$ cat src/rtl/job_dispatch.sv
module job_dispatch #(
  parameter int NCORE = 4,
  parameter int NSESS = 8
) (
  input  logic               clk,
  input  logic               rst_n,
  input  logic               wr_en,
  input  logic [7:0]         wr_addr,
  input  logic [31:0]        wr_data,
  input  logic [NCORE-1:0]   core_done,
  output logic [NCORE-1:0]   core_start,
  output logic [4*NCORE-1:0] core_sess,
  output logic [31:0]        queue_rd,
  output logic               enable_rd
);
  localparam logic [3:0] IDLE  = 4'hF;
  localparam logic [7:0] EMPTY = 8'h0F;
  localparam logic [7:0] A_EN  = 8'h00;
  localparam logic [7:0] A_Q   = 8'h01;
  localparam logic [7:0] A_CTL = 8'h40;
  localparam logic [7:0] A_SCH = 8'h80;

  logic             en_q;
  logic [31:0]      queue_q;
  logic [11:0]      ctrl_q  [NSESS];
  logic [NSESS-1:0] sched_q;
  logic [3:0]       sess_q  [NCORE];
  logic [NCORE-1:0] start_q;

  logic [3:0]       hs;
  logic [4:0]       need;
  logic [11:0]      sel_ctrl;
  logic             sel_sched;
  logic [NCORE-1:0] idle, allow, pick;
  logic [4:0]       avail, run, taken;
  logic [5:0]       total;
  logic             cap_ok, issue, q_wr, busy_any;

  assign hs   = queue_q[3:0];
  assign need = {1'b0, queue_q[7:4]} + 5'd1;
  assign q_wr = wr_en && (wr_addr == A_Q);

  always_comb begin
    sel_ctrl  = '0;
    sel_sched = 1'b0;
    for (int s = 0; s < NSESS; s++)
      if (hs == 4'(s)) begin
        sel_ctrl  = ctrl_q[s];
        sel_sched = sched_q[s];
      end
  end

  always_comb begin
    avail = '0;
    run   = '0;
    for (int i = 0; i < NCORE; i++) begin
      idle[i]  = (sess_q[i] == IDLE);
      allow[i] = idle[i] && !sel_ctrl[i];
      if (allow[i]) avail = avail + 5'd1;
      if (sess_q[i] == hs) run = run + 5'd1;
    end
  end

  assign total    = {1'b0, run} + {1'b0, need};
  assign cap_ok   = (sel_ctrl[11:8] == 4'd0) || (total <= {2'b00, sel_ctrl[11:8]});
  assign issue    = en_q && (queue_q[7:0] != EMPTY) && sel_sched && (avail >= need) && cap_ok;
  assign busy_any = ~&idle;

  always_comb begin
    pick  = '0;
    taken = '0;
    for (int i = 0; i < NCORE; i++)
      if (issue && allow[i] && (taken < need)) begin
        pick[i] = 1'b1;
        taken   = taken + 5'd1;
      end
  end

  always_ff @(posedge clk) begin
    if (!rst_n) begin
      en_q    <= 1'b0;
      queue_q <= {4{EMPTY}};
      sched_q <= '0;
      start_q <= '0;
      for (int s = 0; s < NSESS; s++) ctrl_q[s] <= '0;
      for (int i = 0; i < NCORE; i++) sess_q[i] <= IDLE;
    end else begin
      if (wr_en && wr_addr == A_EN) en_q <= wr_data[0];
      if (q_wr)       queue_q <= wr_data;
      else if (issue) queue_q <= {EMPTY, queue_q[31:8]};
      for (int s = 0; s < NSESS; s++) begin
        if (wr_en && wr_addr == A_CTL + 8'(s)) ctrl_q[s]  <= wr_data[11:0];
        if (wr_en && wr_addr == A_SCH + 8'(s)) sched_q[s] <= wr_data[0];
      end
      for (int i = 0; i < NCORE; i++)
        if (core_done[i] && !idle[i]) sess_q[i] <= IDLE;
        else if (pick[i])             sess_q[i] <= hs;
      start_q <= pick;
    end
  end

  assign core_start = start_q;
  assign queue_rd   = queue_q;
  assign enable_rd  = en_q | busy_any;

  genvar g;
  generate
    for (g = 0; g < NCORE; g++) begin : g_core
      assign core_sess[4*g +: 4] = sess_q[g];

      assert_start_from_idle_R2: assert property (@(posedge clk) disable iff (!rst_n)
        core_start[g] |-> ($past(sess_q[g]) == IDLE) && (sess_q[g] == $past(queue_q[3:0])));

      assert_start_pulse_R2: assert property (@(posedge clk) disable iff (!rst_n)
        core_start[g] |=> !core_start[g]);

      assert_disallow_R5: assert property (@(posedge clk) disable iff (!rst_n)
        core_start[g] |-> !$past(sel_ctrl[g]));

      assert_done_release_R9: assert property (@(posedge clk) disable iff (!rst_n)
        (core_done[g] && sess_q[g] != IDLE) |=> (sess_q[g] == IDLE) && !core_start[g]);
    end
  endgenerate

  assert_start_count_R2: assert property (@(posedge clk) disable iff (!rst_n)
    (|core_start) |-> $countones(core_start) == int'($past(queue_q[7:4])) + 1);

  assert_start_enabled_R8: assert property (@(posedge clk) disable iff (!rst_n)
    (|core_start) |-> $past(en_q) && $past(sel_sched));

  assert_queue_fill_R4: assert property (@(posedge clk) disable iff (!rst_n)
    ((|core_start) && !$past(q_wr)) |-> queue_q[31:24] == EMPTY);

  assert_no_empty_issue_R3: assert property (@(posedge clk) disable iff (!rst_n)
    (|core_start) |-> $past(queue_q[7:0]) != EMPTY);
endmodule

$ cat config.mk
export PLATFORM = sky130hd
export DESIGN_NAME = job_dispatch
export DESIGN_NICKNAME = d
export VERILOG_FILES = /design/src/rtl/job_dispatch.sv
export SDC_FILE = /design/constraint.sdc
export NUM_CORES = 1
export LEC_CHECK = 0
export ABC_AREA = 1
export BUFFER_PORTS_ARGS = -buffer_cell sky130_fd_sc_hd__buf_4
export CORE_ASPECT_RATIO = 1.25
export CORE_MARGIN = 2
export CORE_UTILIZATION = 60
export DETAILED_ROUTE_END_ITERATION = 10
export GPL_ROUTABILITY_DRIVEN = 0
export HOLD_SLACK_MARGIN = 0.02
export PLACE_DENSITY = 0.88
export SLEW_MARGIN = 30
export SYNTH_ARGS = -nofsm -noshare
export SYNTH_HDL_FRONTEND = slang
export SYNTH_SLANG_ARGS = --single-unit
$ cat constraint.sdc
create_clock -name clk -period 16.63 [get_ports clk]
set_clock_uncertainty 0.1 [all_clocks]
set_input_delay 3.326 -clock clk [delete_from_list [all_inputs] [get_ports clk]]
set_output_delay 3.326 -clock clk [all_outputs]
set_load 0.02 [all_outputs]
== Word-level counts from Yosys, hierarchy flattened ==
Memories as Yosys holds them, arrays and structs flattened.
Index checks and enable logic that the tools add are counted.
Word-level totals
  bits in registers: 45
  bits in latches: 0
  bits in writable memories: 112
  memory bits (read-only): 0
  bits of input ports: 47
  output and inout bits: 53
  logic and storage cells: 234
  memories kept: 2
Memory list
  ctrl_q: depth 8, bits a word 12, read ports 8, clocked after memory_dff 0, wr ports 8, RTL line 25  | logic [11:0] ctrl_q [NSESS];
  sess_q: depth 4, bits a word 4, read ports 4, clocked after memory_dff 0, wr ports 4, RTL line 27  | logic [3:0] sess_q [NCORE];
Operators by class
  add/sub/neg operators: 10
  $mul: 0
  div/mod/pow operators: 0
  magnitude comparators: 6
  equality and inequality tests: 33
  shift operators: 0
  muxes and demuxes: 102
  bitwise operators: 17
  reductions and logical operators: 53
Operator list (count)
  $mux W12: 16
  $mux W1: 68
  $eq A8 B7 Y1 const B: 8
  $eq A8 B8 Y1 const B: 8
  $mux W32: 2
  $add A5 B1 Y5 const B: 8
  $mux W5: 8
  $logic_and A1 B1 Y1: 38
  $mux W4: 8
  $or A1 B1 Y1: 17
  $eq A4 B3 Y1 const B: 4
  $eq A4 B4 Y1: 4
  $eq A4 B4 Y1 const B: 4
  $lt A5 B5 Y1: 3
  $logic_not A1 Y1: 9
  $eq A4 B2 Y1 const B: 2
  $eq A8 B1 Y1 const B: 1
  $logic_not A4 Y1: 2
  $logic_not A8 Y1: 1
  $ne A8 B4 Y1 const B: 1
  $add A5 B5 Y6: 1
  $le A6 B4 Y1: 1
  $add A4 B1 Y5 const B: 1
  $ge A5 B5 Y1: 1
  5 further kinds: 5

== Logic depth before layout (Yosys ltp) ==
Gate-level depths: netlist of the first run.
  depth in word-level cells: 38
  gate-level depth with buffers: 43
  depth with buffers taken out: 42

== Worst setup path after synthesis of the first run ==
No wires, ideal clock.
  path type: reg-to-reg
  start point: register queue_q[3], in the netlist queue_rd[3]
  end point: memory sess_q[3][0], enable pin
  library setup time: 307 ps
  data arrival time: 5774 ps
  required time: 16223 ps
  setup slack: 10448 ps
  stages on the path, launching flop included: 42
  buffers on the path: 1
  clock period less this slack: 6182 ps
  cell sequence: dfxtp_1 buf_6 inv_2 nand2_4 inv_2 nand2_4 inv_2 a221oi_1 nand3_1 nor2_1 ha_1 or2_2 nand2_1 inv_1 ha_1 mux2_2 ha_1 a21boi_0 (+6 left out) nor2_1 nand2_1 nand2_4 inv_1 ha_1 ha_1 a21oi_1 nor2_1 nor2_1 nand3_1 nand2_1 o21ai_0 ha_1 inv_1 nand2_1 a21oi_4 nand2_1 nand2_1
RTL lines
  start, declared: RTL line 24  | logic [31:0] queue_q;
  start signal, assigned: RTL line 82  | queue_q <= {4{EMPTY}};
  start signal, assigned: RTL line 89  | if (q_wr) queue_q <= wr_data;
  start signal, assigned: RTL line 90  | else if (issue) queue_q <= {EMPTY, queue_q[31:8]};
  end, declared: RTL line 27

==> results by group, run 1 <==
Run status
  • Outcome: finished, final reports clean

Setup path
  • Max stage delay on crit path: 780 ps
  • CP Launch Type: register
  • Worst path required time: about 17000 ps
  • Worst path most repeated cell: nand2_1
  • Worst r2r src: queue_rd[2]
  • Critical Path Fanout Max: 27
  • Worst setup EP type: register
  • Reg2Reg Depth: 40
  • Flop2flop setup slack: 9100 ps
  • Critical-path top delay cell: dfxtp_1
  • R2R Path End: sess_q[3][2]
  • Critical path class: reg2reg
  • Critical Path AT: 7550 ps

Synth
  • Ys Warns: 0
  • Yosys reg bits: ~130
  • Async set or reset register ratio after synthesis: 0%
  • Main synth FF type: edfxtp_1
  • Sequential area share after synthesis: about half
  • EDFF count, synth: 80
  • Synthesized area per cell: ~9 um^2
  • Mapped cell area: roughly 6600 um^2
  • Post-synth cell types: a little over 50
  • Synth Instances: approximately 740

Layout
  • Layout Cells excl Fill: a little under 1000
  • Ratio of cells with drive above 1 in the final layout: between 20 and 25%
  • # diodes: 0
  • Fill cell count: a little under 700
  • Synth-to-Final Area Change: 19.71%
  • Design area: roughly 8000 um^2
  • Fin nets: just over 900
  • Final design utilization: roughly three quarters

Clock tree
  • Clk buf depth: 2
  • Cts-stage hold buffer count: 0
  • Post-cts sizing count: 0
  • CTS tree: yes
  • Clock sink count: approximately 130
  • Reg clk slew, reported paths: 60 ps
  • TritonCTS buffer count: 17
  • H-tree level count: 4
  • Clock root buffer: clkbuf_16
  • Post-CTS Setup Inserts: 0
  • Clk_lat worst skew: roughly 420 ps

STA
  • Setup violators final: 0
  • Period minus WS final: 7533 ps
  • Setup TNS: 0 ps
  • Final hold viol count: 0
  • RSZ-0062 raised after global routing: false
  • Slew @ Worst Pin: 885.3 ps
  • Fin. max-slew vios: 0
  • Worst rel slew slack: around 41%
  • Tcrit/Tclk final: a little under half
  • Fmax: between 100 and 150 MHz
  • Worst hold slack: 384.5 ps

Worst hold path
  • Hold path start: queue_rd[30]
  • Worst hold path depth: 2
  • HP Class: reg2reg
  • Worst Hold End: queue_rd[30]

Floorplan
  • Die Y-Extent: about 120 um
  • Die Wd: just under 100 um
  • Die Area: around 12000 um^2
  • Num ports: 100
  • CORE AREA: about 11000 um^2
  • # rows: 42
  • Initial Util: between 60% and 70%

Place
  • Placed cell area: approximately 7400 um^2
  • Port Buffers: 99
  • HPWL Detailed: around 13000 um
  • Placed Cells: ~950

Global route
  • First-pass GRT wire length: ~29000 um
  • Gr usage total: approximately a third
  • Vias in the first global route: 5803
  • Total grt overflow: 0
  • Pin count of the biggest net entering global routing: 41
  • Antenna violations before repair: 0

Route
  • Post-route DRC: 0
  • Vias/cell: around 6.0
  • Routed WL: around 18000 um
  • Pre-antenna DRT Iters: 7
  • Routed Antenna Nets: 0
  • DR iter-0 viols: slightly below 600
  • DR WL/cell: about 19 um
  • Via Count: just under 6000

Power
  • Worst vdd ir: slightly above 0.08 mV
  • P_leak: roughly 0.0034 uW
  • Pwr Density: between 80 and 90 nW/um^2

Run
  • Max capacitance violation total: 0
-- stage by stage --
step                total power, uW  worst slack [ps]
floorplan                     360.8             10450
global placement              375.6              9872
detailed placement            377.2              9399
CTS                           703.7              9268
global route                  722.6              8576
finish                        705.9              9097
-- worst max-delay path, delay by kind of cell (launching register included) --
kind | cells | cell delay, ps
compound gates | 8 | 1330
fa+ha+maj | 6 | 1530
buf+inv | 4 | 220
flops | 1 | 780
mux | 1 | 260
simple gates | 21 | 3000
-- layout by cell type (no fill, tap or decap), types with 5 or more instances in the layout --
cell / instances
clkbuf_1: 6
o21ai_0: 19
ha_1: 24
nand4_1: 24
buf_4: 101
clkbuf_16: 18
edfxtp_1: 80
a311oi_1: 8
nand2_1: 163
a31oi_1: 10
nand3_1: 47
inv_1: 70
xnor2_1: 14
nor2_1: 88
dfxtp_1: 45
nand2_4: 7
inv_2: 11
nand2_2: 8
xor2_1: 6
nor3_1: 11
nor2_8: 5
a21oi_1: 26
-- logic make-up after synthesis --
group | share of synthesized area (%)
XOR/XNOR | 2.638
adder cells (fa/ha/maj) | 4.824
AND/OR/NAND/NOR | 27.15
other | 0.05647
multiplexers | 0.3392
flip-flops | 49.75
AO/OA/AOI/OAI | 7.858
buffers and inverters | 7.386
-- layer usage --
layer | GRT usage (%) | part of all wire (%)
met5 | 0 | 0
met4 | 17.36 | 4.7
met3 | 8.204 | 8.7
met2 | 55.44 | 52
met1 | 35.69 | 35
-- power breakdown --
| part | switching, uW | internal [uW] | leakage (uW) |
|---|---|---|---|
| Sequential | 3.81 | 340 | 0.00108 |
| Combinational | 18.3 | 10.5 | 0.00208 |
| Clock | 128 | 206 | 0.000259 |
-- worst max-delay path by stage --
stage | start | endpoint
after floorplan | queue_rd[3] | sess_q[3][0]
after global placement | queue_rd[1] | sess_q[3][0]
after detailed placement | queue_rd[2] | sess_q[3][2]
after CTS | queue_rd[1] | sess_q[3][2]
after global routing | queue_rd[1] | sess_q[3][1]
final | queue_rd[2] | sess_q[3][2]
-- synthesized netlist by cell type, drive strengths merged (2+ instances only) --
master   instances  area [um^2]
or2              4        25.02
xnor2           14        122.6
buf             13        123.9
clkinv           3        11.26
nor2            98        476.7
o2111ai          4        35.03
nor4             5        37.53
nand2          178        740.7
a31oi           10        62.56
nand3           50        265.3
clkbuf           8        30.03
a311oi           8        70.07
o22ai            4        25.02
dfxtp           45        900.9
a21oi           29        171.4
ha              24        300.3
inv             84        325.3
edfxtp          80         2402
xor2             6        52.55
nand4           26        175.2
nor3            11        55.05
a221oi           2        17.52
mux2             2        22.52
o21ai           21        108.9
and3             2        12.51
-- sequential cells by signal (all words and copies together), names as in the netlist --
register    count
sess_q         16
core_start      4
queue_rd       32
en_q            1
ctrl_q         64
sched_q         8
-- cell type report --
cell class / count / area, um^2 / share of cell area (%)
clock inverters: 6 / 35.03 / 0.4407
repair buffers: 101 / 758.2 / 9.539
flip-flops and latches: 125 / 3303 / 41.56
clock buffers: 26 / 500.5 / 6.296
well taps: 132 / 165.2 / 2.078
multi-input cells: 507 / 2850 / 35.86
inverters: 87 / 336.6 / 4.234
(Power assumes the default switching activity.)
==> inputs of run 2 (changes only) <==
- CORE_UTILIZATION: 60 -> 52
- PLACE_DENSITY: 0.88 -> 0.82
- clock period: 16.63 -> 6.1 ns (I/O delays scaled with it)
==> results by group, run 2 (synthesis gave the netlist of run 1 again) <==
Floorplan
  • CORE AREA: ~13000 um^2
  • Die Wd: around 110 um
  • Num ports: 100
  • # rows: between 40 and 50
  • Die Y-Extent: around 130 um
  • Initial Util: between 50% and 60%
  • Die Area: 13690 um^2

Global route
  • Pin count of the biggest net entering global routing: 41
  • Total grt overflow: 0
  • Vias in the first global route: around 5600
  • Antenna violations before repair: 0
  • First-pass GRT wire length: ~27000 um
  • Gr usage total: 25.77%

STA
  • Tcrit/Tclk final: 101.4%
  • Final WS setup: -87.24 ps
  • Slew @ Worst Pin: ~630 ps
  • Worst rel slew slack: approximately 60%
  • RSZ-0062 raised after global routing: true
  • Final hold viol count: 0
  • Period minus WS final: around 6200 ps
  • Fin. max-slew vios: 0
  • Setup violators final: 8
  • Fmax: 161.6 MHz
  • Worst hold slack: 381.0 ps

Layout
  • Top reg by flops: ctrl_q
  • Number of flip-flops in the largest register: 64
  • Design area: roughly 8500 um^2
  • Commonest cells after routing, fill and taps aside: nand2_1 (158), buf_4 (132), nor2_1 (85)
  • Synth-to-Final Area Change: 28.74%
  • Commonest non-fill, non-tap cell in the layout: nand2_1
  • # diodes: 0
  • Fill cell count: slightly below 900
  • Fin nets: 946
  • Ratio of cells with drive above 1 in the final layout: slightly below 30%

Setup path
  • Worst path required time: between 6000 and 7000 ps
  • Critical Path Fanout Max: 6
  • Worst setup EP type: register
  • Critical Path AT: approximately 6300 ps
  • CP Launch Type: register
  • Worst path most repeated cell: nand2_4
  • Max stage delay on crit path: 370 ps
  • Critical-path top delay cell: dfxtp_4
  • Critical path class: reg2reg

Power
  • Seq pwr share: around 46%
  • Comb pwr share: 3.9%
  • Int Pwr: 1585 uW
  • Clock share of power: between 40% and 50%
  • Switching power total: roughly 430 uW
  • Switching part of the total power: a little over a fifth
  • P_leak: around 0.0036 uW
  • Worst vdd ir: roughly 0.24 mV
  • Pwr Density: roughly 240 nW/um^2

Route
  • DR iter-0 viols: ~530
  • Via Count: 5916
  • Pre-antenna DRT Iters: 5
  • Routed WL: roughly 18000 um
  • Vias/cell: between 5 and 6
  • DR WL/cell: between 15 and 20 um
  • Routed Antenna Nets: 0
  • Post-route DRC: 0

Place
  • Placed cell area: about 7700 um^2
  • HPWL Detailed: around 12000 um
  • Port Buffers: 99

Clock tree
  • Reg clk slew, reported paths: roughly 50 ps
  • Clock root buffer: clkbuf_16
  • Clk_lat worst skew: ~430 ps
  • Cts-stage hold buffer count: 0
  • H-tree level count: 4
  • TritonCTS buffer count: 17
  • Clk buf depth: 2
  • Clock sink count: between 100 and 150
  • CTS tree: yes

Run status
  • Failing checks: negative setup slack
  • Outcome: finished, violations left

Worst hold path
  • HP Class: reg2reg

Run
  • Max capacitance violation total: 0
run 2: worst paths after layout:
check | from | to | slack [ps] | cells past startpoint
max | queue_rd[1] | sess_q[3][2] | -90 | 40
min reg2reg | queue_rd[28] | queue_rd[28] | 380 | 2
min | queue_rd[28] | queue_rd[28] | 380 | 2
max reg2reg | queue_rd[1] | sess_q[3][2] | -90 | 40
run 2: power groups by stage:
| stage | sequential (uW) | clock [uW] | combinational, uW |
|---|---|---|---|
| after floorplan | 948 | 0 | 36.0 |
| after global placement | 949 | 0 | 73.5 |
| after detailed placement | 950 | 0 | 75.0 |
| after CTS | 932 | 998 | 76.0 |
| after global routing | 934 | 1040 | 86.3 |
| final | 932 | 1000 | 79.5 |
run 2: repair_timing:
item | CTS | global route
cloned | 0 | 0
setup endpoints to repair | 9 | 13
pin swaps | 2 | 33
resized for setup | 4 | 53
buffers inserted | 3 | 6
run 2: cell type report:
type / count / area (um^2) / share of cell area (%)
clock buffer: 22 / 474.2 / 5.547
clock inverter: 10 / 113.9 / 1.332
inverter: 87 / 336.6 / 3.937
multi-input combinational: 507 / 3050 / 35.69
sequential: 125 / 3318 / 38.82
tap: 168 / 210.2 / 2.459
timing repair buffer: 136 / 1045 / 12.22
run 2: critical path, delay by kind of cell, from the launching register on:
kind            cells  cell delay (ps)
mux                 1              280
flops               1              370
compound gates      7              970
buf+inv             6              430
fa+ha+maj           6             1490
simple gates       20             2270
run 2: metal layers:
metal  global-route usage, %  share of wire (%)
met1                   28.95                 37
met5                       0                  0
met4                   11.69                4.0
met3                   7.143                6.5
met2                   45.87                 53
run 2: per-stage QoR:
stage	total power [uW]	utilization, %	setup WS [ps]	cells	TNS, ps
final	2014	67.82	-87.24	1055	-566.9
after global routing	2063	67.82	-273.3	1055	-2327
after CTS	2006	65.86	15.71	1049	0
after detailed placement	1025	60.84	-131.0	1014	-699.5
after global placement	1023	60.84	58.62	1014	0
after floorplan	983.7	-	14.13	740	0
